==> src/rtl/pe_route_pkg.sv <==
package pe_route_pkg;

    localparam int NUM_EL   = 12;
    localparam int NUM_LANE = 4;
    localparam int SEL_BITS = 9;

    typedef struct packed {
        logic [1:0] m7;   // lane packing: 00 natural, 01 two lanes, 10 single lane
        logic       m6;   // E8 chain input: 1 from E7, 0 from zero
        logic       m5;   // E9 chain input: 1 from E8, 0 from zero
        logic [1:0] m4;   // E6 chain input: 00 from E5, others zero
        logic       m3;   // E5 chain input: 0 from E4, 1 from zero
        logic       m2;   // E2 chain input: 1 from E1, 0 from zero
        logic       m1;   // E3 chain input: 1 from E2, 0 from zero
    } route_sel_t;

    localparam route_sel_t SEL_K3  = '{m7: 2'b00, m6: 1'b1, m5: 1'b0, m4: 2'b01,
                                       m3: 1'b0, m2: 1'b1, m1: 1'b0};
    localparam route_sel_t SEL_K5  = '{m7: 2'b01, m6: 1'b1, m5: 1'b1, m4: 2'b01,
                                       m3: 1'b0, m2: 1'b1, m1: 1'b1};
    localparam route_sel_t SEL_K11 = '{m7: 2'b10, m6: 1'b1, m5: 1'b1, m4: 2'b00,
                                       m3: 1'b0, m2: 1'b1, m1: 1'b1};

    function automatic route_sel_t sel_for_mode(input logic [1:0] mode);
        case (mode)
            2'b01:   return SEL_K5;
            2'b10:   return SEL_K11;
            default: return SEL_K3;
        endcase
    endfunction

endpackage

==> src/rtl/pe_route_ctrl.sv <==
module pe_route_ctrl
    import pe_route_pkg::*;
(
    input  logic       clk,
    input  logic       rst_n,
    input  logic [1:0] mode_i,
    input  logic       ovr_en_i,
    input  logic [3:0] ovr_idx_i,
    output route_sel_t sel_o
);

    route_sel_t base_sel;
    logic [SEL_BITS-1:0] flip_mask;

    always_comb begin
        base_sel  = sel_for_mode(mode_i);
        flip_mask = '0;
        if (ovr_en_i && (int'(ovr_idx_i) < SEL_BITS)) begin
            flip_mask[ovr_idx_i] = 1'b1;
        end
        sel_o = route_sel_t'(base_sel ^ flip_mask);
    end

    // the override never disturbs more than one select bit
    p_single_flip_r11: assert property (@(posedge clk) disable iff (!rst_n)
        $countones(sel_o ^ sel_for_mode(mode_i)) <= 1);

    // reserved code drives the 3x3 select word
    p_reserved_mode_r10: assert property (@(posedge clk) disable iff (!rst_n)
        (mode_i == 2'b11 && !ovr_en_i) |-> (sel_o == SEL_K3));

endmodule

==> src/rtl/pe_skew.sv <==
module pe_skew #(
    parameter int W     = 16,
    parameter int DEPTH = 1
) (
    input  logic         clk,
    input  logic         rst_n,
    input  logic [W-1:0] in_i,
    output logic [W-1:0] out_o
);

    typedef logic [W-1:0] stage_t;

    stage_t sh_d [DEPTH];
    stage_t sh_q [DEPTH];

    always_comb begin
        sh_d[0] = in_i;
        for (int i = 1; i < DEPTH; i++) begin
            sh_d[i] = sh_q[i-1];
        end
    end

    always_ff @(posedge clk or negedge rst_n) begin
        if (!rst_n) begin
            for (int i = 0; i < DEPTH; i++) sh_q[i] <= '0;
        end else begin
            for (int i = 0; i < DEPTH; i++) sh_q[i] <= sh_d[i];
        end
    end

    assign out_o = sh_q[DEPTH-1];

endmodule

==> src/rtl/pe_cell.sv <==
module pe_cell #(
    parameter int PIX_W      = 8,
    parameter int WGT_W      = 8,
    parameter int SUM_W      = 24,
    parameter bit IS_SPECIAL = 1'b0
) (
    input  logic                    clk,
    input  logic                    rst_n,
    input  logic signed [PIX_W-1:0] pix_i,
    input  logic signed [WGT_W-1:0] wgt_i,
    input  logic signed [SUM_W-1:0] psum_i,
    input  logic                    act_i,
    output logic signed [SUM_W-1:0] sum_o
);

    localparam int PROD_W = PIX_W + WGT_W;

    typedef struct packed {
        logic signed [SUM_W-1:0] sum;
    } cell_st_t;

    cell_st_t st_d, st_q;
    logic signed [PROD_W-1:0] prod;
    logic signed [SUM_W-1:0]  total;
    logic                     act_eff;

    always_comb begin
        prod    = pix_i * wgt_i;
        total   = psum_i + SUM_W'(prod);
        act_eff = IS_SPECIAL && act_i;
        st_d.sum = (act_eff && total < 0) ? '0 : total;
    end

    always_ff @(posedge clk or negedge rst_n) begin
        if (!rst_n) st_q <= '0;
        else        st_q <= st_d;
    end

    assign sum_o = st_q.sum;

    if (IS_SPECIAL) begin : g_chk
        // a clamping element never leaves a negative value behind
        p_clamp_nonneg_r5: assert property (@(posedge clk) disable iff (!rst_n)
            act_i |=> !sum_o[SUM_W-1]);
    end

endmodule

==> src/rtl/pe_row_router.sv <==
module pe_row_router
    import pe_route_pkg::*;
#(
    parameter int PIX_W = 8,
    parameter int WGT_W = 8,
    parameter int SUM_W = 24
) (
    input  logic                       clk,
    input  logic                       rst_n,
    input  logic [1:0]                 mode_i,
    input  logic                       act_en_i,
    input  logic                       in_valid_i,
    input  logic [NUM_EL*PIX_W-1:0]    pix_i,
    input  logic [NUM_EL*WGT_W-1:0]    wgt_i,
    input  logic                       ovr_en_i,
    input  logic [3:0]                 ovr_idx_i,
    output logic [NUM_LANE*SUM_W-1:0]  res_o,
    output logic [NUM_LANE-1:0]        res_valid_o
);

    localparam int OPND_W = PIX_W + WGT_W;

    typedef struct packed {
        logic [NUM_EL-1:0] vld;
    } row_st_t;

    row_st_t    st_d, st_q;
    route_sel_t sel;

    logic signed [SUM_W-1:0] el_in  [NUM_EL];
    logic signed [SUM_W-1:0] el_out [NUM_EL];
    logic [NUM_EL-1:0]       el_act;

    logic [SUM_W-1:0]    lane_val [NUM_LANE];
    logic [NUM_LANE-1:0] lane_vld;

    pe_route_ctrl u_ctrl (
        .clk       (clk),
        .rst_n     (rst_n),
        .mode_i    (mode_i),
        .ovr_en_i  (ovr_en_i),
        .ovr_idx_i (ovr_idx_i),
        .sel_o     (sel)
    );

    // Chain links and activation points follow the select word
    always_comb begin
        el_in[0]  = '0;
        el_in[1]  = el_out[0];
        el_in[2]  = sel.m2 ? el_out[1] : '0;
        el_in[3]  = sel.m1 ? el_out[2] : '0;
        el_in[4]  = el_out[3];
        el_in[5]  = sel.m3 ? '0 : el_out[4];
        el_in[6]  = (sel.m4 == 2'b00) ? el_out[5] : '0;
        el_in[7]  = el_out[6];
        el_in[8]  = sel.m6 ? el_out[7] : '0;
        el_in[9]  = sel.m5 ? el_out[8] : '0;
        el_in[10] = el_out[9];
        el_in[11] = el_out[10];

        el_act     = '0;
        el_act[2]  = act_en_i && !sel.m1;
        el_act[5]  = act_en_i && (sel.m4 != 2'b00);
        el_act[8]  = act_en_i && !sel.m5;
        el_act[11] = act_en_i;
    end

    for (genvar g = 0; g < NUM_EL; g++) begin : g_el
        logic [OPND_W-1:0] opnd_raw;
        logic [OPND_W-1:0] opnd_al;

        assign opnd_raw = {wgt_i[g*WGT_W +: WGT_W], pix_i[g*PIX_W +: PIX_W]};

        if (g == 0) begin : g_noskew
            assign opnd_al = opnd_raw;
        end else begin : g_skew
            pe_skew #(.W(OPND_W), .DEPTH(g)) u_skew (
                .clk   (clk),
                .rst_n (rst_n),
                .in_i  (opnd_raw),
                .out_o (opnd_al)
            );
        end

        pe_cell #(
            .PIX_W      (PIX_W),
            .WGT_W      (WGT_W),
            .SUM_W      (SUM_W),
            .IS_SPECIAL ((g % 3) == 2)
        ) u_cell (
            .clk    (clk),
            .rst_n  (rst_n),
            .pix_i  (opnd_al[PIX_W-1:0]),
            .wgt_i  (opnd_al[OPND_W-1:PIX_W]),
            .psum_i (el_in[g]),
            .act_i  (el_act[g]),
            .sum_o  (el_out[g])
        );
    end

    // Valid travels alongside the operand skew
    always_comb begin
        st_d.vld = {st_q.vld[NUM_EL-2:0], in_valid_i};
    end

    always_ff @(posedge clk or negedge rst_n) begin
        if (!rst_n) st_q <= '0;
        else        st_q <= st_d;
    end

    // Lane packing
    always_comb begin
        for (int l = 0; l < NUM_LANE; l++) begin
            lane_val[l] = '0;
        end
        lane_vld = '0;
        case (sel.m7)
            2'b01: begin
                lane_val[0] = el_out[5];
                lane_vld[0] = st_q.vld[5];
                lane_val[1] = el_out[11];
                lane_vld[1] = st_q.vld[11];
            end
            2'b10: begin
                lane_val[0] = el_out[11];
                lane_vld[0] = st_q.vld[11];
            end
            default: begin
                for (int l = 0; l < NUM_LANE; l++) begin
                    lane_val[l] = el_out[3*l+2];
                    lane_vld[l] = st_q.vld[3*l+2];
                end
            end
        endcase
        for (int l = 0; l < NUM_LANE; l++) begin
            res_o[l*SUM_W +: SUM_W] = lane_vld[l] ? lane_val[l] : '0;
        end
        res_valid_o = lane_vld;
    end

    // two-lane packing never raises the upper lanes
    p_lane_drop_r3: assert property (@(posedge clk) disable iff (!rst_n)
        (sel.m7 == 2'b01) |-> (res_valid_o[3:2] == 2'b00));

    // single-lane packing raises lane 0 at most
    p_lane_drop_r4: assert property (@(posedge clk) disable iff (!rst_n)
        (sel.m7 == 2'b10) |-> (res_valid_o[3:1] == 3'b000));

    // a lane that is not valid presents zero
    p_idle_zero_r1: assert property (@(posedge clk) disable iff (!rst_n)
        !res_valid_o[0] |-> (res_o[SUM_W-1:0] == '0));

endmodule

==> config.mk <==
export PLATFORM = sky130hd
export DESIGN_NAME = pe_row_router
export DESIGN_NICKNAME = d
export VERILOG_FILES = /design/src/rtl/pe_route_pkg.sv /design/src/rtl/pe_route_ctrl.sv /design/src/rtl/pe_skew.sv /design/src/rtl/pe_cell.sv /design/src/rtl/pe_row_router.sv
export SDC_FILE = /design/constraint.sdc
export NUM_CORES = 2
export LEC_CHECK = 0
export ABC_AREA = 1
export BUFFER_PORTS_ARGS = -buffer_cell sky130_fd_sc_hd__buf_4
export CELL_PAD_IN_SITES_DETAIL_PLACEMENT = 1
export CELL_PAD_IN_SITES_GLOBAL_PLACEMENT = 2
export CORE_ASPECT_RATIO = 0.7
export CORE_MARGIN = 3
export CORE_UTILIZATION = 42
export CTS_BUF_LIST = sky130_fd_sc_hd__clkbuf_8 sky130_fd_sc_hd__clkbuf_16
export CTS_CLUSTER_DIAMETER = 60
export DETAILED_ROUTE_END_ITERATION = 7
export GPL_ROUTABILITY_DRIVEN = 0
export PLACE_DENSITY = 0.8
export SLEW_MARGIN = 40
export SYNTH_ARGS = -nofsm -noshare
export SYNTH_HDL_FRONTEND = slang
export SYNTH_HIERARCHICAL = 1
export SYNTH_SLANG_ARGS = --single-unit
==> constraint.sdc <==
create_clock -name clk -period 5.95 [get_ports clk]
set_clock_uncertainty 0.15 [all_clocks]
set_input_delay 0.2975 -clock clk [delete_from_list [all_inputs] [get_ports clk]]
set_output_delay 0.2975 -clock clk [all_outputs]
set_load 0.02 [all_outputs]
==> impl_metrics.tcl <==
set metrics [dict create \
    insertion_delay_ps 840 \
    async_flop_share_pct 100 \
    drt_iter0_markers 3088 \
    drive_gt1_share_pct 9.81 \
    fin_setup_tns_ps 0 \
    start_util_pct 42.4 \
    grt_use_total_pct 23.3 \
    boundaryPins 303 \
    r2r-end "g_el[11].u_cell/sum_o[16]" \
    fin_crit_ps 5720 \
    arrival_ps 6250 \
    hold_class "in2reg" \
    path_cells "clkinv_1, or2_2, fa_1, fa_1, inv_1, fa_1, fa_1, fa_1, ha_1, a21oi_1, nand2_1, nand3_1, nand3b_1, xnor2_1, inv_1, nand2_2, inv_2" \
    grt_setup_unrepaired "false" \
    die_y_um 401 \
    vias 62700 \
    routed_wl_mm 257 \
    ys_warn_count 6 \
    clk_pin_slew_ps 70 \
    cts-buffers-inserted 158 \
    synth_top_cell_area_share_pct 36.3 \
    cts_tree "done" \
    syn-cell-area_mm2 0.0936 \
    dp_hpwl_mm 203 \
    wl_per_cell_um 19.6 \
    fp-row-count 144 \
    maxCapViolCount 0 \
    synth_edf_count 0 \
    worstMarginPinSlew_ps 823 \
    critPathCaptureType "register" \
    fin_area_mm2 0.109 \
    htreeDepth 4 \
    postRouteAntennaNets 0 \
    cp_data_required_time_ps 6480 \
    first_pass_iters 5 \
    grt_pass1_vias 72200 \
    grt.overflow.total 0 \
    dpl_cell_area_mm2 0.0995 \
    r2r_slack_ps 230 \
    crit_path_start_kind "register" \
    nets 12200 \
    grt_first_pass_wirelength_mm 415 \
    synthTopCellsByArea "dfrtp_1 36%, fa_1 27%, ha_1 8.7%, inv_1 8.6%, nand2_1 8.3%" \
    antenna_found_initial 2 \
    timing.rr.start "g_el[11].g_skew.u_skew/out_o[15]" \
    crit_path_max_incr_delay_ps 580 \
    vias_per_cell 4.77 \
    setup_viol 0 \
    slew_viol_final 0 \
    rr_worst_depth 17 \
    crit_fanout 9 \
    synthToLayoutAreaGrowth_pct 16.0 \
    root_buffer "clkbuf_16" \
    ys_top_cells_by_count "2135 x inv_1, 2068 x nand2_1, 1356 x dfrtp_1" \
    ys_seq_elements 1356 \
    hold_violations 0 \
    synth_top_area_cell "dfrtp_1" \
    synth.avg_cell_area_um2 9.98 \
    clockBufferDepth 4 \
    whs_path_depth 2 \
    dieArea_mm2 0.229 \
    crit_top_cell "fa_1" \
    maxSlewHeadroom_pct 44.8 \
    cts.sinks 1356 \
    whs_endpoint "g_el[3].g_skew.u_skew/sh_d[17]" \
    synthCells 9374 \
    yosysMostFrequentCell "inv_1" \
    ys_seq_area_share_pct 36.3 \
    die_width_um 570 \
    period_share_pct 96.1 \
    core_mm2 0.221 \
    drc_errors 0 \
    status "completed" \
    synth.distinct_cells 51 \
    port_buffers 302 \
    crit_type "reg2reg" \
    grt_max_degree 147 \
    hold_start "pix_i[25]" \
    slowest_stage "fa_1" \
    synth_ff_type "dfrtp_1" \
    fmax_ghz 0.175 \
]
==> sequential cells by signal, summed over array words and instances (netlist names) <==
name and count:
st_q 12, g_el.g_skew.u_skew/sh_d 880, g_el.g_skew.u_skew/out_o 176, g_el.u_cell/sum_o 288
==> worst max-delay path by stage <==
stage | from | end | slack [ps] | cells past startpoint
2_1_floorplan | mode_i[0] | g_el[3].u_cell/sum_o[20] | 790 | 26
3_3_place_gp | ovr_idx_i[3] | g_el[5].u_cell/sum_o[1] | 250 | 25
3_5_place_dp | g_el[11].g_skew.u_skew/out_o[10] | g_el[11].u_cell/sum_o[15] | 220 | 21
4_1_cts | g_el[11].g_skew.u_skew/out_o[10] | g_el[11].u_cell/sum_o[15] | 150 | 21
5_1_grt | g_el[5].g_skew.u_skew/out_o[11] | g_el[5].u_cell/sum_o[1] | 6 | 18
6_report | g_el[11].g_skew.u_skew/out_o[15] | g_el[11].u_cell/sum_o[16] | 230 | 17
==> area by class of cell <==
class / instances / area, um^2
Inverter: 2215 / 8330
Fill cell: 24400 / 112000
Clock inverter: 96 / 1050
Sequential cell: 1356 / 33900
Tap cell: 2920 / 3650
Clock buffer: 182 / 4300
Multi-Input combinational cell: 5594 / 50400
Timing Repair Buffer: 766 / 6910
Antenna cell: 2 / 5.00
==> placed cells by master (no fill, tap or decap), types with 200 or more instances in the layout <==
master,instances
a21oi_1,200
dlygate4sd3_1,358
nor2_1,424
dfrtp_1,1355
inv_1,2149
nand2_1,2067
fa_1,1247
buf_4,389
nand3_1,280
ha_1,652
==> logic make-up after synthesis <==
| logic type | count (synthesis) | share of synthesized area, % |
|---|---|---|
| fa+ha+maj | 1901 | 35.4 |
| compound gates | 378 | 2.36 |
| simple gates | 3097 | 14.1 |
| flops | 1356 | 36.3 |
| xor+xnor | 192 | 1.80 |
| buf+inv | 2449 | 10.0 |
| other cells | 1 | 0.00401 |
==> metrics by stage <==
step,setup WS [ps],hold WS [ps],cells,utilization [%]
after floorplan,785,-148,9398,-
after global placement,250,101,12500,45.1
after detailed placement,221,106,12500,45.1
after CTS,146,9.18,13100,49.1
after global routing,6.20,36.5,13100,49.2
final,233,73.8,13100,49.2
==> layer usage <==
layer	part of all wire, %	global-route usage (%)	wire (um)
met5	0	0	0
met4	3.9	7.91	10000
met3	3.2	2.60	8130
met2	48	38.0	122000
met1	45	32.5	117000
==> critical path, delay by kind of cell (launching register included) <==
| kind | cells | cell delay [ps] |
|---|---|---|
| xor gates and xnor gates | 1 | 290 |
| and+or+nand+nor | 5 | 870 |
| DFF | 1 | 330 |
| buffers and inverters | 4 | 420 |
| AOI/OAI and AO/OA | 1 | 430 |
| adders and majority gates | 6 | 3100 |
==> what timing repair did <==
| action | 4_1_cts | 5_1_grt |
|---|---|---|
| endpoints found under the setup margin | 0 | 28 |
| setup buffers | 0 | 2 |
| hold endpoints to repair | 746 | 0 |
| hold buffers | 359 | 0 |
| resized for setup | 0 | 5 |
Power is left out: the tool's default activity adds up to more than one toggle a clock period on the data nets, which glitch-free logic cannot reach.
